**src/rtl/audio_irq_pkg.sv**
```systemverilog
package audio_irq_pkg;

    localparam int REG_W   = 32;
    localparam int NSER    = 4;
    localparam int NSPD    = 2;
    localparam int CNT_W   = 2;
    localparam int RATE_W  = 2;
    localparam int SER_RATE_LSB = 12;

    typedef enum logic [RATE_W-1:0] {
        RATE_EVERY1 = 2'd0,
        RATE_EVERY2 = 2'd1,
        RATE_EVERY4 = 2'd2,
        RATE_ALT1   = 2'd3
    } rate_e;

    typedef enum logic [1:0] {
        SEL_RATE   = 2'd0,
        SEL_ENABLE = 2'd1,
        SEL_STATUS = 2'd2,
        SEL_NONE   = 2'd3
    } regsel_e;

    function automatic int spd_rate_lsb(input int n);
        return 20 - 4 * n;
    endfunction

    function automatic logic [REG_W-1:0] src_mask();
        logic [REG_W-1:0] m = '0;
        for (int n = 0; n < NSER; n++) begin
            m[3 - n]  = 1'b1;
            m[19 - n] = 1'b1;
        end
        for (int n = 0; n < NSPD; n++) begin
            m[7 - n]  = 1'b1;
            m[11 - n] = 1'b1;
            m[23 - n] = 1'b1;
        end
        return m;
    endfunction

    function automatic logic [REG_W-1:0] rate_mask();
        logic [REG_W-1:0] m = '0;
        m[SER_RATE_LSB +: RATE_W] = '1;
        for (int n = 0; n < NSPD; n++)
            m = m | (REG_W'(3) << spd_rate_lsb(n));
        return m;
    endfunction

    // Rate code that governs the event source sitting at status bit p
    function automatic rate_e pos_rate(input int p, input logic [REG_W-1:0] cfg);
        rate_e r = rate_e'(cfg[SER_RATE_LSB +: RATE_W]);
        for (int n = 0; n < NSPD; n++)
            if (p == 7 - n || p == 11 - n || p == 23 - n)
                r = rate_e'(RATE_W'(cfg >> spd_rate_lsb(n)));
        return r;
    endfunction

    function automatic logic [CNT_W-1:0] last_count(input rate_e r);
        unique case (r)
            RATE_EVERY2: return CNT_W'(1);
            RATE_EVERY4: return CNT_W'(3);
            default:     return CNT_W'(0);
        endcase
    endfunction

endpackage

```
**src/rtl/aiu_decim.sv**
```systemverilog
module aiu_decim
    import audio_irq_pkg::*;
(
    input  logic  clk,
    input  logic  rst,
    input  logic  clr,
    input  logic  evt,
    input  rate_e rate,
    output logic  tick
);
    logic [CNT_W-1:0] cnt_q;
    logic             wrap;

    assign wrap = (cnt_q == last_count(rate));
    assign tick = evt && wrap;

    always_ff @(posedge clk) begin
        if (rst || clr)
            cnt_q <= '0;
        else if (evt)
            cnt_q <= wrap ? '0 : cnt_q + CNT_W'(1);
    end


    no_double_tick_chk: assert property (@(posedge clk) disable iff (rst)
        (tick && !clr && (rate == RATE_EVERY2 || rate == RATE_EVERY4)) |=> !tick);

endmodule

```
**src/rtl/aiu_regs.sv**
```systemverilog
module aiu_regs
    import audio_irq_pkg::*;
(
    input  logic             clk,
    input  logic             rst,
    input  logic             we,
    input  regsel_e          sel,
    input  logic [REG_W-1:0] wdata,
    input  logic [REG_W-1:0] ticks,
    output logic [REG_W-1:0] rate_q,
    output logic [REG_W-1:0] enable_q,
    output logic [REG_W-1:0] status_q,
    output logic [REG_W-1:0] rdata
);
    localparam logic [REG_W-1:0] SRC_M  = src_mask();
    localparam logic [REG_W-1:0] RATE_M = rate_mask();

    logic wr_rate, wr_en, wr_stat;

    assign wr_rate = we && (sel == SEL_RATE);
    assign wr_en   = we && (sel == SEL_ENABLE);
    assign wr_stat = we && (sel == SEL_STATUS);

    always_ff @(posedge clk) begin
        if (rst) begin
            rate_q   <= '0;
            enable_q <= '0;
            status_q <= '0;
        end else begin
            if (wr_rate)
                rate_q <= wdata & RATE_M;
            if (wr_en)
                enable_q <= wdata & SRC_M;
            status_q <= ((status_q & ~(wr_stat ? wdata : '0)) | ticks) & SRC_M;
        end
    end

    always_comb begin
        unique case (sel)
            SEL_RATE:   rdata = rate_q;
            SEL_ENABLE: rdata = enable_q;
            SEL_STATUS: rdata = status_q;
            default:    rdata = '0;
        endcase
    end


    tick_sets_status_chk: assert property (@(posedge clk) disable iff (rst)
        1'b1 |=> ((status_q & $past(ticks)) == $past(ticks)));


    w1c_clears_chk: assert property (@(posedge clk) disable iff (rst)
        (wr_stat && ticks == '0) |=> ((status_q & $past(wdata)) == '0));


    sticky_chk: assert property (@(posedge clk) disable iff (rst)
        !wr_stat |=> ((status_q & $past(status_q)) == $past(status_q)));

endmodule

```
**src/rtl/audio_irq_unit.sv**
```systemverilog
module audio_irq_unit
    import audio_irq_pkg::*;
(
    input  logic             clk,
    input  logic             rst,
    input  logic [NSER-1:0]  ser_underflow,
    input  logic [NSER-1:0]  ser_empty,
    input  logic [NSPD-1:0]  spd_underflow,
    input  logic [NSPD-1:0]  spd_empty,
    input  logic [NSPD-1:0]  spd_blkdone,
    input  logic             reg_we,
    input  logic [1:0]       reg_sel,
    input  logic [REG_W-1:0] reg_wdata,
    output logic [REG_W-1:0] reg_rdata,
    output logic             irq
);
    localparam logic [REG_W-1:0] SRC_M = src_mask();

    regsel_e          sel;
    logic [REG_W-1:0] evt_map, ticks, rate_q, enable_q, status_q;
    logic             clr_cnt;

    assign sel     = regsel_e'(reg_sel);
    assign clr_cnt = reg_we && (sel == SEL_RATE);

    always_comb begin
        evt_map = '0;
        for (int n = 0; n < NSER; n++) begin
            evt_map[3 - n]  = ser_underflow[n];
            evt_map[19 - n] = ser_empty[n];
        end
        for (int n = 0; n < NSPD; n++) begin
            evt_map[7 - n]  = spd_underflow[n];
            evt_map[11 - n] = spd_blkdone[n];
            evt_map[23 - n] = spd_empty[n];
        end
    end

    for (genvar p = 0; p < REG_W; p++) begin : g_src
        if (SRC_M[p]) begin : g_live
            aiu_decim u_decim (
                .clk  (clk),
                .rst  (rst),
                .clr  (clr_cnt),
                .evt  (evt_map[p]),
                .rate (pos_rate(p, rate_q)),
                .tick (ticks[p])
            );
        end else begin : g_dead
            assign ticks[p] = 1'b0;
        end
    end

    aiu_regs u_regs (
        .clk      (clk),
        .rst      (rst),
        .we       (reg_we),
        .sel      (sel),
        .wdata    (reg_wdata),
        .ticks    (ticks),
        .rate_q   (rate_q),
        .enable_q (enable_q),
        .status_q (status_q),
        .rdata    (reg_rdata)
    );

    assign irq = |(status_q & enable_q);


    irq_rise_cause_chk: assert property (@(posedge clk) disable iff (rst)
        $rose(irq) |-> ($past(|ticks) || $past(reg_we && sel == SEL_ENABLE)));

endmodule

```
**config.mk**
```make
export PLATFORM = sky130hd
export DESIGN_NAME = audio_irq_unit
export DESIGN_NICKNAME = d
export VERILOG_FILES = /design/src/rtl/audio_irq_pkg.sv /design/src/rtl/aiu_decim.sv /design/src/rtl/aiu_regs.sv /design/src/rtl/audio_irq_unit.sv
export SDC_FILE = /design/constraint.sdc
export NUM_CORES = 1
export LEC_CHECK = 0
export ABC_AREA = 1
export CAP_MARGIN = 20
export CORE_MARGIN = 5
export CORE_UTILIZATION = 40
export CTS_CLUSTER_SIZE = 25
export DETAILED_ROUTE_END_ITERATION = 10
export PLACE_DENSITY = 0.68
export SLEW_MARGIN = 0
export SYNTH_ARGS = -nofsm -noshare
export SYNTH_HDL_FRONTEND = slang
export SYNTH_SLANG_ARGS = --single-unit
export TNS_END_PERCENT = 20
```
**constraint.sdc**
```tcl
create_clock -name clk -period 4.07 [get_ports clk]
set_clock_uncertainty 0.15 [all_clocks]
set_input_delay 0.814 -clock clk [delete_from_list [all_inputs] [get_ports clk]]
set_output_delay 0.814 -clock clk [all_outputs]
set_load 0.05 [all_outputs]
```
==> results.sh <==
export IMPL_status="complete, no violations"
export IMPL_routedWlPerCell_um=12.3
export IMPL_drt_first_pass_iters=5
export IMPL_die_w_um=103
export IMPL_grt_pass1_vias=3103
export IMPL_synth_top_flop_cell="dfxtp_1"
export IMPL_dpl_cell_area_mm2=0.00416
export IMPL_overflow=0
export IMPL_max_cap_viol_count=0
export IMPL_die_area_mm2=0.0106
export IMPL_startpoint_type="input pin"
export IMPL_drt_iter0_drc=136
export IMPL_area_growth_pct=27.5
export IMPL_ys_seq_elements=62
export IMPL_cts_resized_gates=0
export IMPL_final_area_mm2=0.00440
export IMPL_critPathArrivalTime_ns=2.31
export IMPL_async_flop_share_pct=0
export IMPL_port_buffers=55
export IMPL_grt_pass1_wl_mm=14.5
export IMPL_synthAdderAreaFrac_pct=1.09
export IMPL_r2r_start="u_regs.rate_q[12]$_SDFFE_PP0P_"
export IMPL_grt_usage_pct=17.2
export IMPL_start_util_pct=41.6
export IMPL_drive_gt1_share_pct=7.07
export IMPL_hold_class="reg -> reg"
export IMPL_worstSetupPathType="in -> out"
export IMPL_postCtsHoldBufs=0
export IMPL_cts_tree="built"
export IMPL_reg2reg_setup_slack_ns=2.07
export IMPL_row_count=33
export IMPL_worst_skew_pair_late_latency_ns=0.33
export IMPL_yosysUniqueCellTypes=22
export IMPL_end_kind="output port"
export IMPL_synth_area_mm2=0.00345
export IMPL_synth_edf_count=0
export IMPL_power_leakage_nw=2.14
export IMPL_cts_setup_buffers=0
export IMPL_synth_top_cell_area_share_pct=36.0
export IMPL_avgSynthCellArea_um2=6.22
export IMPL_fin_tns_setup_ns=0
export IMPL_h_tree_depth=3
export IMPL_dpl_hpwl_mm=6.35
export IMPL_fin_crit_ns=3.27
export IMPL_cts_root_buf="clkbuf_8"
export IMPL_tightest_slew_ns=0.703
export IMPL_synth_xor_area_share_pct=3.55
export IMPL_cts_reportedPaths_clkPinSlew_ns=0.08
export IMPL_setup_viol=0
export IMPL_powerDensity_mw_per_mm2=392
export IMPL_endpoint="reg_rdata[10]"
export IMPL_totalWireLength_mm=8.79
export IMPL_antenna_found_initial=0
export IMPL_yosys_area_share_simple_pct=37.5
export IMPL_vias=3454
export IMPL_gp_congestion=0.854
export IMPL_nFillCells=806
export IMPL_critPathLaunch="reg_sel[1]"
export IMPL_seq_area_frac_synth_pct=36.0
export IMPL_die_height_um=103
export IMPL_vias_per_cell=4.84
export IMPL_cts_path_max_buffers=2
export IMPL_fin_crit_sh_pct=80.4
export IMPL_numCtsBuffers=9
export IMPL_crit_fanout=27
export IMPL_cts_sinks=62
export IMPL_synth_top_family_by_area="simple AND/OR/NAND/NOR gates"
export IMPL_yosysWarnings=0
export IMPL_fin_nets=657
export IMPL_hold_viol=0
export IMPL_ys_top_cells_by_area="dfxtp_1 36%, nand2_1 20%, inv_1 8.3%"
export IMPL_grt_max_degree=28
export IMPL_muxShareOfSynthArea_pct=0
export IMPL_core_mm2=0.00830
export IMPL_synth_compound_area_share_pct=6.85
export IMPL_r2r_end="g_src[18].g_live.u_decim.cnt_q[0]$_SDFFE_PP0P_"
export IMPL_crit_required_ns=3.11
export IMPL_synth_cells=555
export IMPL_num_io_pins=84
export IMPL_synth_area_leader_cell="dfxtp_1"
export IMPL_rsz0062_at_grt="false"
export IMPL_timing_fmax_mhz=305
export IMPL_reg2reg_depth=8
export IMPL_post_route_drc_count=0
export IMPL_ant_nets=0
export IMPL_irDropWorstVdd_mv=0.208
export IMPL_slew_headroom_pct=53.0
export IMPL_n_antenna_cell=0
export IMPL_slew_viol_final=0
export IMPL_final_util_pct=53.0
==> layout make-up <==
class | count | area (um^2) | share of cell area, %
clock buffers | 10 | 128 | 2.90
clock inverters | 6 | 110 | 2.50
inverters | 80 | 300 | 6.82
multi-input cells | 393 | 1740 | 39.6
flip-flops and latches | 62 | 1240 | 28.2
well taps | 105 | 131 | 2.99
repair buffers | 57 | 746 | 16.9
==> registers in the layout, indices dropped and copies added, names as in the netlist <==
register	flops
g_src.g_live.u_decim.cnt_q	28
u_regs.enable_q	14
u_regs.status_q	14
u_regs.rate_q	6
==> through the flow <==
stage          hold WS (ns)  total power [mW]  setup WS, ns  std cells
4_1_cts               0.320              1.73         0.772        713
3_5_place_dp          0.309              1.08         0.810        697
5_1_grt               0.357              1.81         0.734        713
2_1_floorplan         0.294             0.953          1.15        568
3_3_place_gp          0.305              1.07         0.799        697
6_report              0.317              1.72         0.796        713
==> worst max-delay path, stage by stage <==
cell and delay (ns):
clkdlybuf4s50_1 0.52, buf_4 0.32, nand2_1 0.17, o22ai_1 0.30
buf_12 0.18
==> layer usage <==
metal | wire length (um) | GRT usage [%]
met1 | 3930 | 22.6
met2 | 4140 | 28.6
met3 | 653 | 3.92
met4 | 59 | 4.08
met5 | 0 | 0
==> synthesized netlist by cell type, types with 3 or more instances <==
master,number
buf_2,8
xnor2_1,7
buf_4,17
o21ai_0,23
a21oi_1,19
nand3_1,43
inv_1,76
clkbuf_1,5
inv_2,4
ha_1,3
dfxtp_1,62
nor2_1,73
o22ai_1,3
nand2_1,182
xor2_1,7
nand4_1,14
==> power by group <==
| part | leakage [nW] | internal [mW] | total (mW) | switching, mW |
|---|---|---|---|---|
| logic | 1.52 | 0.147 | 0.381 | 0.234 |
| registers | 0.508 | 0.651 | 0.684 | 0.0338 |
| clock network | 0.112 | 0.406 | 0.659 | 0.253 |
| total | 2.14 | 1.20 | 1.72 | 0.520 |
==> worst min-delay path by stage <==
stage                                         from  slack, ns                        endpoint  cells past startpoint
finish               u_regs.status_q[1]$_SDFF_PP0_       0.32   u_regs.status_q[1]$_SDFF_PP0_                      2
floorplan           u_regs.status_q[10]$_SDFF_PP0_       0.29  u_regs.status_q[10]$_SDFF_PP0_                      2
CTS                  u_regs.status_q[1]$_SDFF_PP0_       0.32   u_regs.status_q[1]$_SDFF_PP0_                      2
global route        u_regs.rate_q[21]$_SDFFE_PP0P_       0.36  u_regs.rate_q[21]$_SDFFE_PP0P_                      2
detailed placement   u_regs.status_q[1]$_SDFF_PP0_       0.31   u_regs.status_q[1]$_SDFF_PP0_                      2
global placement     u_regs.status_q[1]$_SDFF_PP0_       0.30   u_regs.status_q[1]$_SDFF_PP0_                      2
==> cells by family after synthesis <==
family | after synthesis
flip-flops | 62
adder cells (fa/ha/maj) | 3
AO/OA/AOI/OAI | 46
AND/OR/NAND/NOR | 316
XOR/XNOR | 14
buffers and inverters | 113
other | 1
==> cells in the final DEF, fill, tap and decap left out <==
cell,instances
a21oi_1,19
buf_12,18
buf_4,2
bufinv_16,3
clkbuf_1,1
clkbuf_8,9
clkdlybuf4s50_1,37
clkinv_2,1
clkinvlp_4,2
conb_1,14
dfxtp_1,62
ha_1,3
inv_1,76
inv_2,4
nand2_1,182
nand2_2,2
nand3_1,43
nand4_1,14
nor2_1,73
nor2_4,2
o211ai_1,1
o21ai_0,23
o22ai_1,3
xnor2_1,7
xor2_1,7
Note: power is estimated with default switching activity, not from simulation.
